### config.mk
export PLATFORM = sky130hd
export DESIGN_NAME = hs_split_unit
export DESIGN_NICKNAME = d
export VERILOG_FILES = /design/src/rtl/hs_pkg.sv /design/src/rtl/hs_ctrl_decode.sv /design/src/rtl/hs_proto_point.sv /design/src/rtl/hs_split_select.sv /design/src/rtl/hs_split_unit.sv
export SDC_FILE = /design/constraint.sdc
export NUM_CORES = 1
export LEC_CHECK = 0
export BUFFER_PORTS_ARGS = -buffer_cell sky130_fd_sc_hd__buf_4
export CORE_MARGIN = 10
export CORE_UTILIZATION = 48
export CTS_BUF_LIST = sky130_fd_sc_hd__clkbuf_4 sky130_fd_sc_hd__clkbuf_8
export DETAILED_ROUTE_END_ITERATION = 10
export PLACE_DENSITY = 0.95
export SYNTH_ARGS = -nofsm -noshare
export SYNTH_HDL_FRONTEND = slang
export SYNTH_SLANG_ARGS = --single-unit
export TNS_END_PERCENT = 30
### constraint.sdc
create_clock -name clk -period 7 [get_ports clk]
set_input_delay 0.35 -clock clk [delete_from_list [all_inputs] [get_ports clk]]
set_output_delay 0.35 -clock clk [all_outputs]
set_load 0.1 [all_outputs]
### src/rtl/hs_pkg.sv
package hs_pkg;
  // Positions inside the per-queue receive control word
  localparam int DTYPE_LSB  = 25;
  localparam int DTYPE_W    = 3;
  localparam int HBSZ_LSB   = 8;
  localparam int HBSZ_W     = 4;
  localparam int HBSZ_SHIFT = 6;  // field counts 64-byte units

  localparam logic [DTYPE_W-1:0] DT_SPLIT        = 3'd2;
  localparam logic [DTYPE_W-1:0] DT_SPLIT_ALWAYS = 3'd5;

  typedef enum logic [1:0] {
    L4_OTHER = 2'd0,
    L4_TCP   = 2'd1,
    L4_UDP   = 2'd2,
    L4_SCTP  = 2'd3
  } l4_kind_e;
endpackage

### src/rtl/hs_ctrl_decode.sv
module hs_ctrl_decode
  import hs_pkg::*;
#(
  parameter int CTRL_W = 32,
  parameter int BSZ_W  = HBSZ_W + HBSZ_SHIFT
) (
  input  logic [CTRL_W-1:0] rx_ctrl,
  output logic              mode_split,
  output logic              mode_always,
  output logic [BSZ_W-1:0]  hbuf_size
);
  logic [DTYPE_W-1:0] dtype;
  logic [HBSZ_W-1:0]  hsz_field;

  assign dtype     = rx_ctrl[DTYPE_LSB +: DTYPE_W];
  assign hsz_field = rx_ctrl[HBSZ_LSB +: HBSZ_W];

  assign mode_always = (dtype == DT_SPLIT_ALWAYS);
  assign mode_split  = (dtype == DT_SPLIT) || mode_always;
  assign hbuf_size   = BSZ_W'({hsz_field, {HBSZ_SHIFT{1'b0}}});

  // Bits of the control word that play no part in the decision
  logic unused_ctrl_bits;
  assign unused_ctrl_bits = ^{rx_ctrl[CTRL_W-1:DTYPE_LSB+DTYPE_W],
                              rx_ctrl[DTYPE_LSB-1:HBSZ_LSB+HBSZ_W],
                              rx_ctrl[HBSZ_LSB-1:0]};
endmodule

### src/rtl/hs_proto_point.sv
module hs_proto_point
  import hs_pkg::*;
#(
  parameter int OFS_W = 10
) (
  input  logic             has_ipv4,
  input  logic             has_ipv6,
  input  logic             is_frag,
  input  l4_kind_e         l4_kind,
  input  logic [OFS_W-1:0] l4_ofs,
  input  logic [OFS_W-1:0] l5_ofs,
  input  logic             frag_split_dis,
  output logic             proto_ok,
  output logic [OFS_W-1:0] point_ofs
);
  logic is_ip;
  logic stream_or_dgram;
  logic past_l4;

  assign is_ip           = has_ipv4 | has_ipv6;
  assign proto_ok        = is_ip & ~(is_frag & frag_split_dis);
  assign stream_or_dgram = (l4_kind == L4_TCP) || (l4_kind == L4_UDP);
  assign past_l4         = ~is_frag & stream_or_dgram;
  assign point_ofs       = past_l4 ? l5_ofs : l4_ofs;
endmodule

### src/rtl/hs_split_select.sv
module hs_split_select #(
  parameter int LEN_W = 16,
  parameter int OFS_W = 10,
  parameter int BSZ_W = 10,
  parameter int HL_W  = 10
) (
  input  logic             mode_split,
  input  logic             mode_always,
  input  logic [BSZ_W-1:0] hbuf_size,
  input  logic [LEN_W-1:0] frame_len,
  input  logic             proto_ok,
  input  logic [OFS_W-1:0] point_ofs,
  output logic             split_en,
  output logic [HL_W-1:0]  hdr_bytes,
  output logic [HL_W-1:0]  wb_hdr_len,
  output logic             wb_sph,
  output logic             wb_hbo
);
  localparam int CMP_A = (LEN_W > OFS_W) ? LEN_W : OFS_W;
  localparam int CMP_W = (CMP_A > BSZ_W) ? CMP_A : BSZ_W;

  logic [CMP_W-1:0] len_c, buf_c, ofs_c;
  logic             fits_whole;
  logic             point_over;
  logic             not_handled;

  assign len_c      = CMP_W'(frame_len);
  assign buf_c      = CMP_W'(hbuf_size);
  assign ofs_c      = CMP_W'(point_ofs);
  assign fits_whole = mode_always && (len_c <= buf_c);
  assign point_over = ofs_c > buf_c;

  always_comb begin
    split_en    = 1'b0;
    hdr_bytes   = '0;
    wb_hdr_len  = '0;
    wb_sph      = 1'b0;
    wb_hbo      = 1'b0;
    not_handled = 1'b0;
    if (mode_split) begin
      if (fits_whole) begin
        split_en   = 1'b1;
        hdr_bytes  = HL_W'(len_c);
        wb_hdr_len = HL_W'(len_c);
      end else if (!proto_ok) begin
        wb_hdr_len  = HL_W'(buf_c);
        not_handled = 1'b1;
      end else begin
        wb_sph     = 1'b1;
        wb_hdr_len = HL_W'(ofs_c);
        if (point_over) begin
          wb_hbo      = 1'b1;
          not_handled = 1'b1;
        end else begin
          split_en  = 1'b1;
          hdr_bytes = HL_W'(ofs_c);
        end
      end
      if (not_handled && mode_always) begin
        split_en  = 1'b1;
        hdr_bytes = HL_W'(buf_c);
      end
    end
  end
endmodule

### src/rtl/hs_split_unit.sv
module hs_split_unit
  import hs_pkg::*;
#(
  parameter int CTRL_W = 32,
  parameter int LEN_W  = 16,
  parameter int OFS_W  = 10,
  localparam int BSZ_W = HBSZ_W + HBSZ_SHIFT,
  localparam int HL_W  = (OFS_W > BSZ_W) ? OFS_W : BSZ_W
) (
  input  logic              clk,
  input  logic              rst,
  input  logic              in_valid,
  input  logic [CTRL_W-1:0] rx_ctrl,
  input  logic [LEN_W-1:0]  frame_len,
  input  logic              has_ipv4,
  input  logic              has_ipv6,
  input  logic              is_frag,
  input  logic [1:0]        l4_kind,
  input  logic [OFS_W-1:0]  l4_ofs,
  input  logic [OFS_W-1:0]  l5_ofs,
  input  logic              frag_split_dis,
  output logic              out_valid,
  output logic              split_en,
  output logic [HL_W-1:0]   hdr_bytes,
  output logic [HL_W-1:0]   wb_hdr_len,
  output logic              wb_sph,
  output logic              wb_hbo
);
  logic             mode_split, mode_always;
  logic [BSZ_W-1:0] hbuf_size;
  logic             proto_ok;
  logic [OFS_W-1:0] point_ofs;
  logic             n_split, n_sph, n_hbo;
  logic [HL_W-1:0]  n_hdr, n_wb;

  hs_ctrl_decode #(.CTRL_W(CTRL_W), .BSZ_W(BSZ_W)) u_dec (
    .rx_ctrl     (rx_ctrl),
    .mode_split  (mode_split),
    .mode_always (mode_always),
    .hbuf_size   (hbuf_size)
  );

  hs_proto_point #(.OFS_W(OFS_W)) u_pt (
    .has_ipv4       (has_ipv4),
    .has_ipv6       (has_ipv6),
    .is_frag        (is_frag),
    .l4_kind        (l4_kind_e'(l4_kind)),
    .l4_ofs         (l4_ofs),
    .l5_ofs         (l5_ofs),
    .frag_split_dis (frag_split_dis),
    .proto_ok       (proto_ok),
    .point_ofs      (point_ofs)
  );

  hs_split_select #(.LEN_W(LEN_W), .OFS_W(OFS_W), .BSZ_W(BSZ_W), .HL_W(HL_W)) u_sel (
    .mode_split  (mode_split),
    .mode_always (mode_always),
    .hbuf_size   (hbuf_size),
    .frame_len   (frame_len),
    .proto_ok    (proto_ok),
    .point_ofs   (point_ofs),
    .split_en    (n_split),
    .hdr_bytes   (n_hdr),
    .wb_hdr_len  (n_wb),
    .wb_sph      (n_sph),
    .wb_hbo      (n_hbo)
  );

  always_ff @(posedge clk) begin
    if (rst) begin
      out_valid  <= 1'b0;
      split_en   <= 1'b0;
      hdr_bytes  <= '0;
      wb_hdr_len <= '0;
      wb_sph     <= 1'b0;
      wb_hbo     <= 1'b0;
    end else begin
      out_valid <= in_valid;
      if (in_valid) begin
        split_en   <= n_split;
        hdr_bytes  <= n_hdr;
        wb_hdr_len <= n_wb;
        wb_sph     <= n_sph;
        wb_hbo     <= n_hbo;
      end
    end
  end
endmodule

# After elaboration in Yosys (flattened, before gate mapping)
# Cells that the tools add are included.
totals:
  word_cells: 46
  inputBits: 77
  output_inout_bits: 24
  register_bits: 24
classes:
  muxes: 24
  n_reduce_logical: 4
  eq_ne: 4
  n_lt_le_gt_ge: 2
  n_bitwise: 6
ops:
  columns: ["op", "n"]
  rows:
  - ["$mux 10", 9]
  - ["$le 16x10->1", 1]
  - ["$mux 1", 15]
  - ["$gt 10x10->1", 1]
  - ["$and 1x1->1", 3]
  - ["$eq 3x2->1 const B", 1]
  - ["$eq 3x3->1 const B", 1]
  - ["$eq 2x1->1 const B", 1]
  - ["$eq 2x2->1 const B", 1]
  - ["$logic_and 1x1->1", 2]
  - ["$logic_or 1x1->1", 2]
  - ["$not 1->1", 2]
  - ["$or 1x1->1", 1]

# Longest topological paths before layout
# Gate-level depths: netlist of the first run.
depth:
  depth_word: 12
  ltp_mapped: 10
  mapped_depth_nobuf: 10

# Modules after synthesis
# Synthesis of the first run repeated with hierarchy kept, for this count alone.
unflattened:
  hier_cells: 276
  hier_area_um2: 2254.7
by_module_without_submodules:
  columns: ["module", "area_each_um2", "n_inst", "cells_per_inst", "seq_area_each_um2"]
  rows:
  - ["hs_split_select", 1148.6, 1, 172, 0.0]
  - ["hs_split_unit", 863.3, 1, 76, 480.5]
  - ["hs_proto_point", 141.4, 1, 14, 0.0]
  - ["hs_ctrl_decode", 101.3, 1, 14, 0.0]

# Worst setup path before layout of the first run
# OpenSTA, ideal clock, no wires.
synth_path:
  path_type: "input -> register"
  from: "input port l4_kind[1]"
  to: "register wb_hbo"
  t_required_ps: 6930
  cell_stages: 9
  setup_ps: 70
  slack_ps: 4507
  path_buffers: 0
  arrival_time_ps: 2423
  path_cell_list: "xnor2_1 -> nor2_1 -> mux2_2 -> ha_1 -> nor2b_1 -> o211ai_1 -> a21o_1 -> or4_1 -> a21oi_1"
synth_between:
  elab_chain_len: 9
  elab_cells_between_ends: 10
  classes_between: "order compare (1); eq/ne (2); mux (5); bitwise (1); reduce/logical (1)"
synth_rtl:
  columns: ["item", "line_no", "rtl"]
  rows:
  - ["from (decl)", "hs_split_unit.sv:18", "input logic [1:0] l4_kind,"]
  - ["$eq 2x1->1 / $eq 2x2->1 (equally long branches)", "hs_proto_point.sv:22", "assign stream_or_dgram = (l4_kind == L4_TCP) || (l4_kind == L4_UDP);"]
  - ["$logic_or 1x1->1 *", "hs_proto_point.sv:22", null]
  - ["$and 1x1->1 *", "hs_proto_point.sv:23", "assign past_l4 = ~is_frag & stream_or_dgram;"]
  - ["$mux 10 *", "hs_proto_point.sv:24", "assign point_ofs = past_l4 ? l5_ofs : l4_ofs;"]
  - ["$gt 10x10->1 *", "hs_split_select.sv:31", "assign point_over = ofs_c > buf_c;"]
  - ["$mux 1 *", "hs_split_select.sv:51", "if (point_over) begin"]
  - ["$mux 1 *", "hs_split_select.sv:45", "end else if (!proto_ok) begin"]
  - ["$mux 1 *", "hs_split_select.sv:41", "if (fits_whole) begin"]
  - ["$mux 1 *", "hs_split_select.sv:40", "if (mode_split) begin"]
  - ["to (signal assigned)", "hs_split_unit.sv:84", "wb_hbo <= n_hbo;"]
  - ["to (decl)", "hs_split_unit.sv:27", "output logic wb_hbo"]
# Mark *: on every way between the ends. The rest lies on a longest branch, timed or not.
# A chain may end at the register's enable or synchronous reset.

# Worst setup path in the final report of the first run
layout_path:
  from: "input port l4_kind[1]"
  to: "register hdr_bytes[6]"
layout_between:
  elab_chain_len: 12
  elab_cells_between_ends: 16
  classes_between: "order compare (1); eq/ne (2); mux (10); bitwise (1); reduce/logical (2)"
layout_rtl:
  columns: ["item", "line_no", "rtl"]
  rows:
  - ["$eq 2x1->1 / $eq 2x2->1 (equally long branches)", "hs_proto_point.sv:22", null]
  - ["$logic_or 1x1->1 *", "hs_proto_point.sv:22", null]
  - ["$and 1x1->1 *", "hs_proto_point.sv:23", null]
  - ["$mux 10 *", "hs_proto_point.sv:24", null]
  - ["$gt 10x10->1", "hs_split_select.sv:31", null]
  - ["$mux 1", "hs_split_select.sv:51", null]
  - ["$mux 1", "hs_split_select.sv:45", null]
  - ["$mux 1", "hs_split_select.sv:41", null]
  - ["$mux 1", "hs_split_select.sv:40", null]
  - ["$logic_and 1x1->1", "hs_split_select.sv:59", "if (not_handled && mode_always) begin"]
  - ["$mux 10 *", "hs_split_select.sv:59", null]
  - ["$mux 10 *", "hs_split_select.sv:40", null]
  - ["to (signal assigned)", "hs_split_unit.sv:81", "hdr_bytes <= n_hdr;"]
  - ["to (decl)", "hs_split_unit.sv:24", "output logic [HL_W-1:0] hdr_bytes,"]
# Mark *: on every way between the ends. The rest lies on a longest branch, timed or not. The select of a mux whose other input is x is not followed.

==> results of run 1 <==
-- metal layers --
| layer | wire length [um] | up-vias | GRT usage, % |
|---|---|---|---|
| met5 | 0 | - | 0 |
| met3 | 406 | 14 | 4.67 |
| met4 | 123 | 0 | 4.66 |
| li1 | - | 908 | - |
| met1 | 2050 | 844 | 18.5 |
| met2 | 2580 | 78 | 28.6 |
-- sequential cells by signal, summed over array words and instances, names as in the netlist --
register,flops
split_en,1
hdr_bytes,10
wb_hdr_len,10
wb_sph,1
out_valid,1
wb_hbo,1
-- Yosys cell counts, types with 3 or more instances --
library cell	n	area, um2
a21o_1	3	22.5
nor3_1	3	15.0
o21ba_2	7	70.1
nor2b_1	9	56.3
a22o_1	7	61.3
nor2_1	7	26.3
nand4_1	14	87.6
dfxtp_1	24	480
clkbuf_1	6	22.5
inv_1	7	26.3
mux2i_1	6	60.1
nor4_1	3	18.8
nand3_1	10	50.1
nand2_1	13	48.8
a21oi_1	21	105
o21ai_0	21	105
nand2b_1	5	31.3
ha_1	8	100
o211ai_1	3	22.5
-- cell type report --
class	instances	area share (%)
well taps	46	2.57
repair buffers	75	25.2
multi-input cells	164	48.0
inverters	7	1.17
clock buffers	4	1.62
flip-flops and latches	24	21.5
-- worst register-to-register path: cells and delay by family, from the launching register on --
kind	cells	cell delay, ns
and+or+nand+nor	1	0.19
AOI/OAI and AO/OA	3	0.44
DFF	1	0.38
-- worst paths after layout --
check,from,end,cells after the start
max reg2reg,hdr_bytes[6]$_SDFFE_PP0P_,hdr_bytes[6]$_SDFFE_PP0P_,4
max,l4_kind[1],hdr_bytes[6]$_SDFFE_PP0P_,10
min,rst,wb_sph$_SDFFE_PP0P_,2
min reg2reg,wb_hdr_len[8]$_SDFFE_PP0P_,wb_hdr_len[8]$_SDFFE_PP0P_,2
-- logic make-up (layout without fill, tap and decap cells) --
logic type,count (synthesis),in the layout
XOR/XNOR,2,2
AO/OA/AOI/OAI,72,72
adder cells (fa/ha/maj),8,8
buffers and inverters,16,86
AND/OR/NAND/NOR,74,74
flip-flops,24,24
multiplexers,8,8
-- power breakdown --
part	switching [mW]	total [mW]	internal, mW
sequential	0.00150	0.141	0.140
clock	0.0396	0.0713	0.0318
combinational	0.0659	0.109	0.0428
==> flow_metrics.env, run 1 <==
export IMPL_cts_tree="done"
export IMPL_fin_skew_ns=0
export IMPL_fin_crit_sh_pct=38.6
export IMPL_synth_mux_area_share_pct=5.07
export IMPL_post_place_ws_ns=3.99
export IMPL_wl_per_cell_um=16.1
export IMPL_cts_setup_buffers=0
export IMPL_ys_warn_count=0
export IMPL_powerDensity_mw_per_mm2=143
export IMPL_grt_pass1_vias=1849
export IMPL_synth_cells=204
export IMPL_max_slew_worst_pin_slew_ns=1.03
export IMPL_dp_cells=316
export IMPL_synthToLayoutAreaGrowth_pct=37.2
export IMPL_path_class="in -> reg"
export IMPL_initial_utilization_pct=49.2
export IMPL_clock_fmax_ghz=0.370
export IMPL_outcome="complete, no violations"
export IMPL_ir_drop_mv=0.105
export IMPL_grt_antenna_before_repair=0
export IMPL_hold_viol_final=0
export IMPL_core_area_mm2=0.00331
export IMPL_worstHoldPathType="in -> reg"
export IMPL_final_common_cell="buf_4"
export IMPL_required_ns=7.21
export IMPL_die_y_um=78.3
export IMPL_place_gp_congestion=0.857
export IMPL_drt_iter0_drc=162
export IMPL_critPathLaunchType="input port"
export IMPL_ctsLongestPathBuffers=2
export IMPL_drt_pre_antenna_iters=4
export IMPL_min_period_ns=2.70
export IMPL_async_reset_ff_share_pct=0
export IMPL_synthXorXnorAreaFrac_pct=1.07
export IMPL_stdcell_area_mm2=0.00224
export IMPL_avgSynthCellArea_um2=7.99
export IMPL_drive_gt1_share_pct=32.5
export IMPL_cts_resized=0
export IMPL_synth_edf_count=0
export IMPL_die_x_um=78.3
export IMPL_fin_cells=320
export IMPL_synth_nets=289
export IMPL_die_area_mm2=0.00613
export IMPL_fin_nets=360
export IMPL_synth_ff_type="dfxtp_1"
export IMPL_final_core_util_pct=67.6
export IMPL_slew_violations=0
export IMPL_crit_path_max_incr_delay_ns=0.44
export IMPL_insertion_delay_ns=0.31
export IMPL_power_total_uw=321
export IMPL_overflow=0
export IMPL_dp_hpwl_um=4250
export IMPL_crit_chain="buf_4 -> xnor2_1 -> nor2_1 -> mux2_2 -> ha_1 -> nor2b_1 -> o211ai_1 -> a31oi_1 -> a21oi_1 -> a221oi_1"
export IMPL_worst_setup_path_end_kind="register"
export IMPL_drt_vias_per_instance=5.76
export IMPL_multiInputGateArea_mm2=0.00107
export IMPL_io_pins=101
export IMPL_drc=0
export IMPL_synth_top_family_by_area="compound AO/OA/AOI/OAI gates"
export IMPL_holdWs_ns=0.276
export IMPL_slew_headroom_pct=30.7
export IMPL_ant_nets=0
export IMPL_rrSetupSlack_ns=5.90
export IMPL_cp_top_family="compound AO/OA/AOI/OAI gates"
export IMPL_path_max_fanout=8
export IMPL_wirelength_um=5160
export IMPL_grtUsageTotal_pct=16.2
export IMPL_htree_levels=1
export IMPL_place_area_mm2=0.00220
export IMPL_crit_path_top_delay_cell="a31oi_1"
export IMPL_rows=21
export IMPL_diodes=0
export IMPL_io_buffers=75
export IMPL_cts_root_buffer="clkbuf_4"
export IMPL_syn_cell_area_mm2=0.00163
export IMPL_grt_pass1_wl_um=8340
export IMPL_ys_ff_latch=24
export IMPL_rsz0062_at_grt="false"
export IMPL_fin_ws_ns=4.30
export IMPL_fillCellCount=292
export IMPL_vias=1844
export IMPL_final_cell_mix="buf_4 (75), dfxtp_1 (24), o21ai_0 (21), a21oi_1 (21), nand4_1 (14)"
export IMPL_seqCellArea_um2=480
export IMPL_power_leakage_nw=0.988
export IMPL_crit_buf_inv=1
export IMPL_synth_cell_types=41
export IMPL_synthSimpleGateAreaFrac_pct=25.0
export IMPL_numCtsBuffers=3
export IMPL_timing_max_cap_violations=0
export IMPL_ys_seq_area_share_pct=29.5
export IMPL_synth_compound_area_share_pct=28.5
export IMPL_grt_max_degree=16
export IMPL_cts_clk_slew_worst_paths_ns=0.13
export IMPL_cts_sinks=24
export IMPL_ctsHoldBuffers=0
export IMPL_synthAdderAreaFrac_pct=6.14
export IMPL_worstPathArrival_ns=2.91
export IMPL_setup_viol=0
export IMPL_tns_ns=0
Note: power is estimated with default switching activity, not from simulation.
==> run 2: changes to the inputs <==
--- a/config.mk
+++ b/config.mk
@@ -7,10 +7,10 @@
 export LEC_CHECK = 0
 export BUFFER_PORTS_ARGS = -buffer_cell sky130_fd_sc_hd__buf_4
 export CORE_MARGIN = 10
-export CORE_UTILIZATION = 48
+export CORE_UTILIZATION = 40
 export CTS_BUF_LIST = sky130_fd_sc_hd__clkbuf_4 sky130_fd_sc_hd__clkbuf_8
 export DETAILED_ROUTE_END_ITERATION = 10
-export PLACE_DENSITY = 0.95
+export PLACE_DENSITY = 0.89
 export SYNTH_ARGS = -nofsm -noshare
 export SYNTH_HDL_FRONTEND = slang
 export SYNTH_SLANG_ARGS = --single-unit
==> constraint.sdc (replaced) <==
create_clock -name clk -period 2.2 [get_ports clk]
set_input_delay 0.11 -clock clk [delete_from_list [all_inputs] [get_ports clk]]
set_output_delay 0.11 -clock clk [all_outputs]
set_load 0.1 [all_outputs]
==> run 2 against run 1 <==
Against the previous run:
- setup slack got worse by 4.2 ns
- sequential power grew to 3.2 times the previous value
- critical path depth stayed put
- via count grew 1.5%
- largest power group unchanged
- highest routed layer unchanged
==> flow_metrics.env, run 2 (synthesis gave the netlist of run 1 again) <==
export IMPL_cts_sinks=24
export IMPL_fin_nets=377
export IMPL_path_class="in -> reg"
export IMPL_crit_start="l4_kind[1]"
export IMPL_min_period_ns=2.09
export IMPL_crit_chain="buf_4 -> xnor2_1 -> nor2_2 -> mux2_4 -> ha_1 -> nor2b_1 -> o211ai_1 -> a21o_1 -> nand4b_1 -> a221oi_2"
export IMPL_power_leakage_nw=1.08
export IMPL_numCtsBuffers=3
export IMPL_stdcell_area_mm2=0.00243
export IMPL_worstHoldPathType="in -> reg"
export IMPL_drt_pre_antenna_iters=4
export IMPL_htree_levels=1
export IMPL_worstPathArrival_ns=2.27
export IMPL_insertion_delay_ns=0.27
export IMPL_worst_setup_path_end_kind="register"
export IMPL_max_slew_worst_pin_slew_ns=0.774
export IMPL_cts_setup_buffers=0
export IMPL_cts_resized=0
export IMPL_cts_root_buffer="clkbuf_8"
export IMPL_grt_max_degree=15
export IMPL_initial_utilization_pct=41.1
export IMPL_ctsLongestPathBuffers=2
export IMPL_crit_path_top_delay_cell="mux2_4"
export IMPL_final_core_util_pct=61.1
export IMPL_overflow=0
export IMPL_ant_nets=0
export IMPL_grt_pass1_vias=2068
export IMPL_drc=0
export IMPL_hold_viol_final=0
export IMPL_crit_reg2reg_launch="hdr_bytes[6]$_SDFFE_PP0P_"
export IMPL_cts_tree="done"
export IMPL_grt_pass1_wl_um=9180
export IMPL_die_x_um=83.8
export IMPL_critPathLaunchType="input port"
export IMPL_outcome="complete, no violations"
export IMPL_drt_met1_wl_um=2080
export IMPL_timing_max_cap_violations=0
export IMPL_grtUsageTotal_pct=15.3
export IMPL_fin_crit_sh_pct=94.9
export IMPL_die_y_um=83.8
export IMPL_place_gp_congestion=0.886
export IMPL_rows=23
export IMPL_grt_antenna_before_repair=0
export IMPL_crit_path_max_incr_delay_ns=0.33
export IMPL_place_area_mm2=0.00234
export IMPL_core_area_mm2=0.00397
export IMPL_cts_clk_slew_worst_paths_ns=0.09
export IMPL_final_cell_mix="buf_4 (92), dfxtp_1 (24), o21ai_0 (21), a21oi_1 (21), nand4_1 (14)"
export IMPL_rrSetupSlack_ns=1.18
export IMPL_met2_length_um=2850
export IMPL_vias=1872
export IMPL_io_pins=101
export IMPL_slew_headroom_pct=48.2
export IMPL_power_total_mw=1.14
export IMPL_io_buffers=75
export IMPL_drive_gt1_share_pct=38.5
export IMPL_dp_hpwl_um=4530
export IMPL_wl_per_cell_um=15.8
export IMPL_setup_viol=0
export IMPL_final_common_cell="buf_4"
export IMPL_clock_fmax_ghz=0.479
export IMPL_die_area_mm2=0.00703
export IMPL_slew_violations=0
export IMPL_path_max_fanout=4
export IMPL_ir_drop_mv=0.292
export IMPL_ctsHoldBuffers=0
export IMPL_drt_vias_per_instance=5.49
export IMPL_synthToLayoutAreaGrowth_pct=48.9
export IMPL_fillCellCount=372
export IMPL_rsz0062_at_grt="false"
export IMPL_diodes=0
export IMPL_wirelength_um=5380
export IMPL_required_ns=2.38
export IMPL_fin_skew_ns=0
export IMPL_drt_iter0_drc=100
export IMPL_wl_met3_um=370
export IMPL_top_layer_used="met4"
export IMPL_min_from="rst"
export IMPL_powerDensity_mw_per_mm2=469
export IMPL_top_regs="hdr_bytes x10, wb_hdr_len x10"
[run 2: final cells by class]
cell class / count / area, um2 / area share, %
timing repair buffer: 92 / 691 / 28.5
clock buffer: 4 / 55.1 / 2.27
inverter: 7 / 26.3 / 1.08
tap: 50 / 62.6 / 2.58
multi-input combinational: 164 / 1110 / 45.8
sequential: 24 / 480 / 19.8
[run 2: worst paths after layout]
check	end	depth (start not counted)
max	hdr_bytes[6]$_SDFFE_PP0P_	10
min	wb_sph$_SDFFE_PP0P_	2
max reg2reg	hdr_bytes[6]$_SDFFE_PP0P_	4
min reg2reg	wb_hdr_len[8]$_SDFFE_PP0P_	2
[run 2: routing by layer]
layer  vias up  GRT usage [%]
met4         0           4.41
li1        942              -
met5         -              0
met3        11           4.20
met1       848           15.9
met2        71           28.9
[run 2: per-stage QoR]
stage | hold WS [ns] | setup TNS (ns) | cells | worst slack (ns)
floorplan | 0.200 | 0 | 204 | 0.0169
global placement | 0.366 | -0.504 | 337 | -0.101
global route | 0.104 | 0 | 341 | 0.00726
finish | 0.0891 | 0 | 341 | 0.113
detailed placement | 0.376 | -1.02 | 337 | -0.129
CTS | 0.0838 | 0 | 341 | 0.134
[run 2: worst max-delay path, delay by kind of cell]
| kind | cells | cell delay (ns) |
|---|---|---|
| fa+ha+maj | 1 | 0.29 |
| mux | 1 | 0.33 |
| buf+inv | 1 | 0.12 |
| simple gates | 3 | 0.49 |
| xor+xnor | 1 | 0.14 |
| compound gates | 3 | 0.79 |
[run 2: power by group]
part           switching (mW)  internal [mW]
Clock                   0.138          0.160
Sequential            0.00462          0.444
Combinational           0.221          0.171
Total                   0.364          0.775
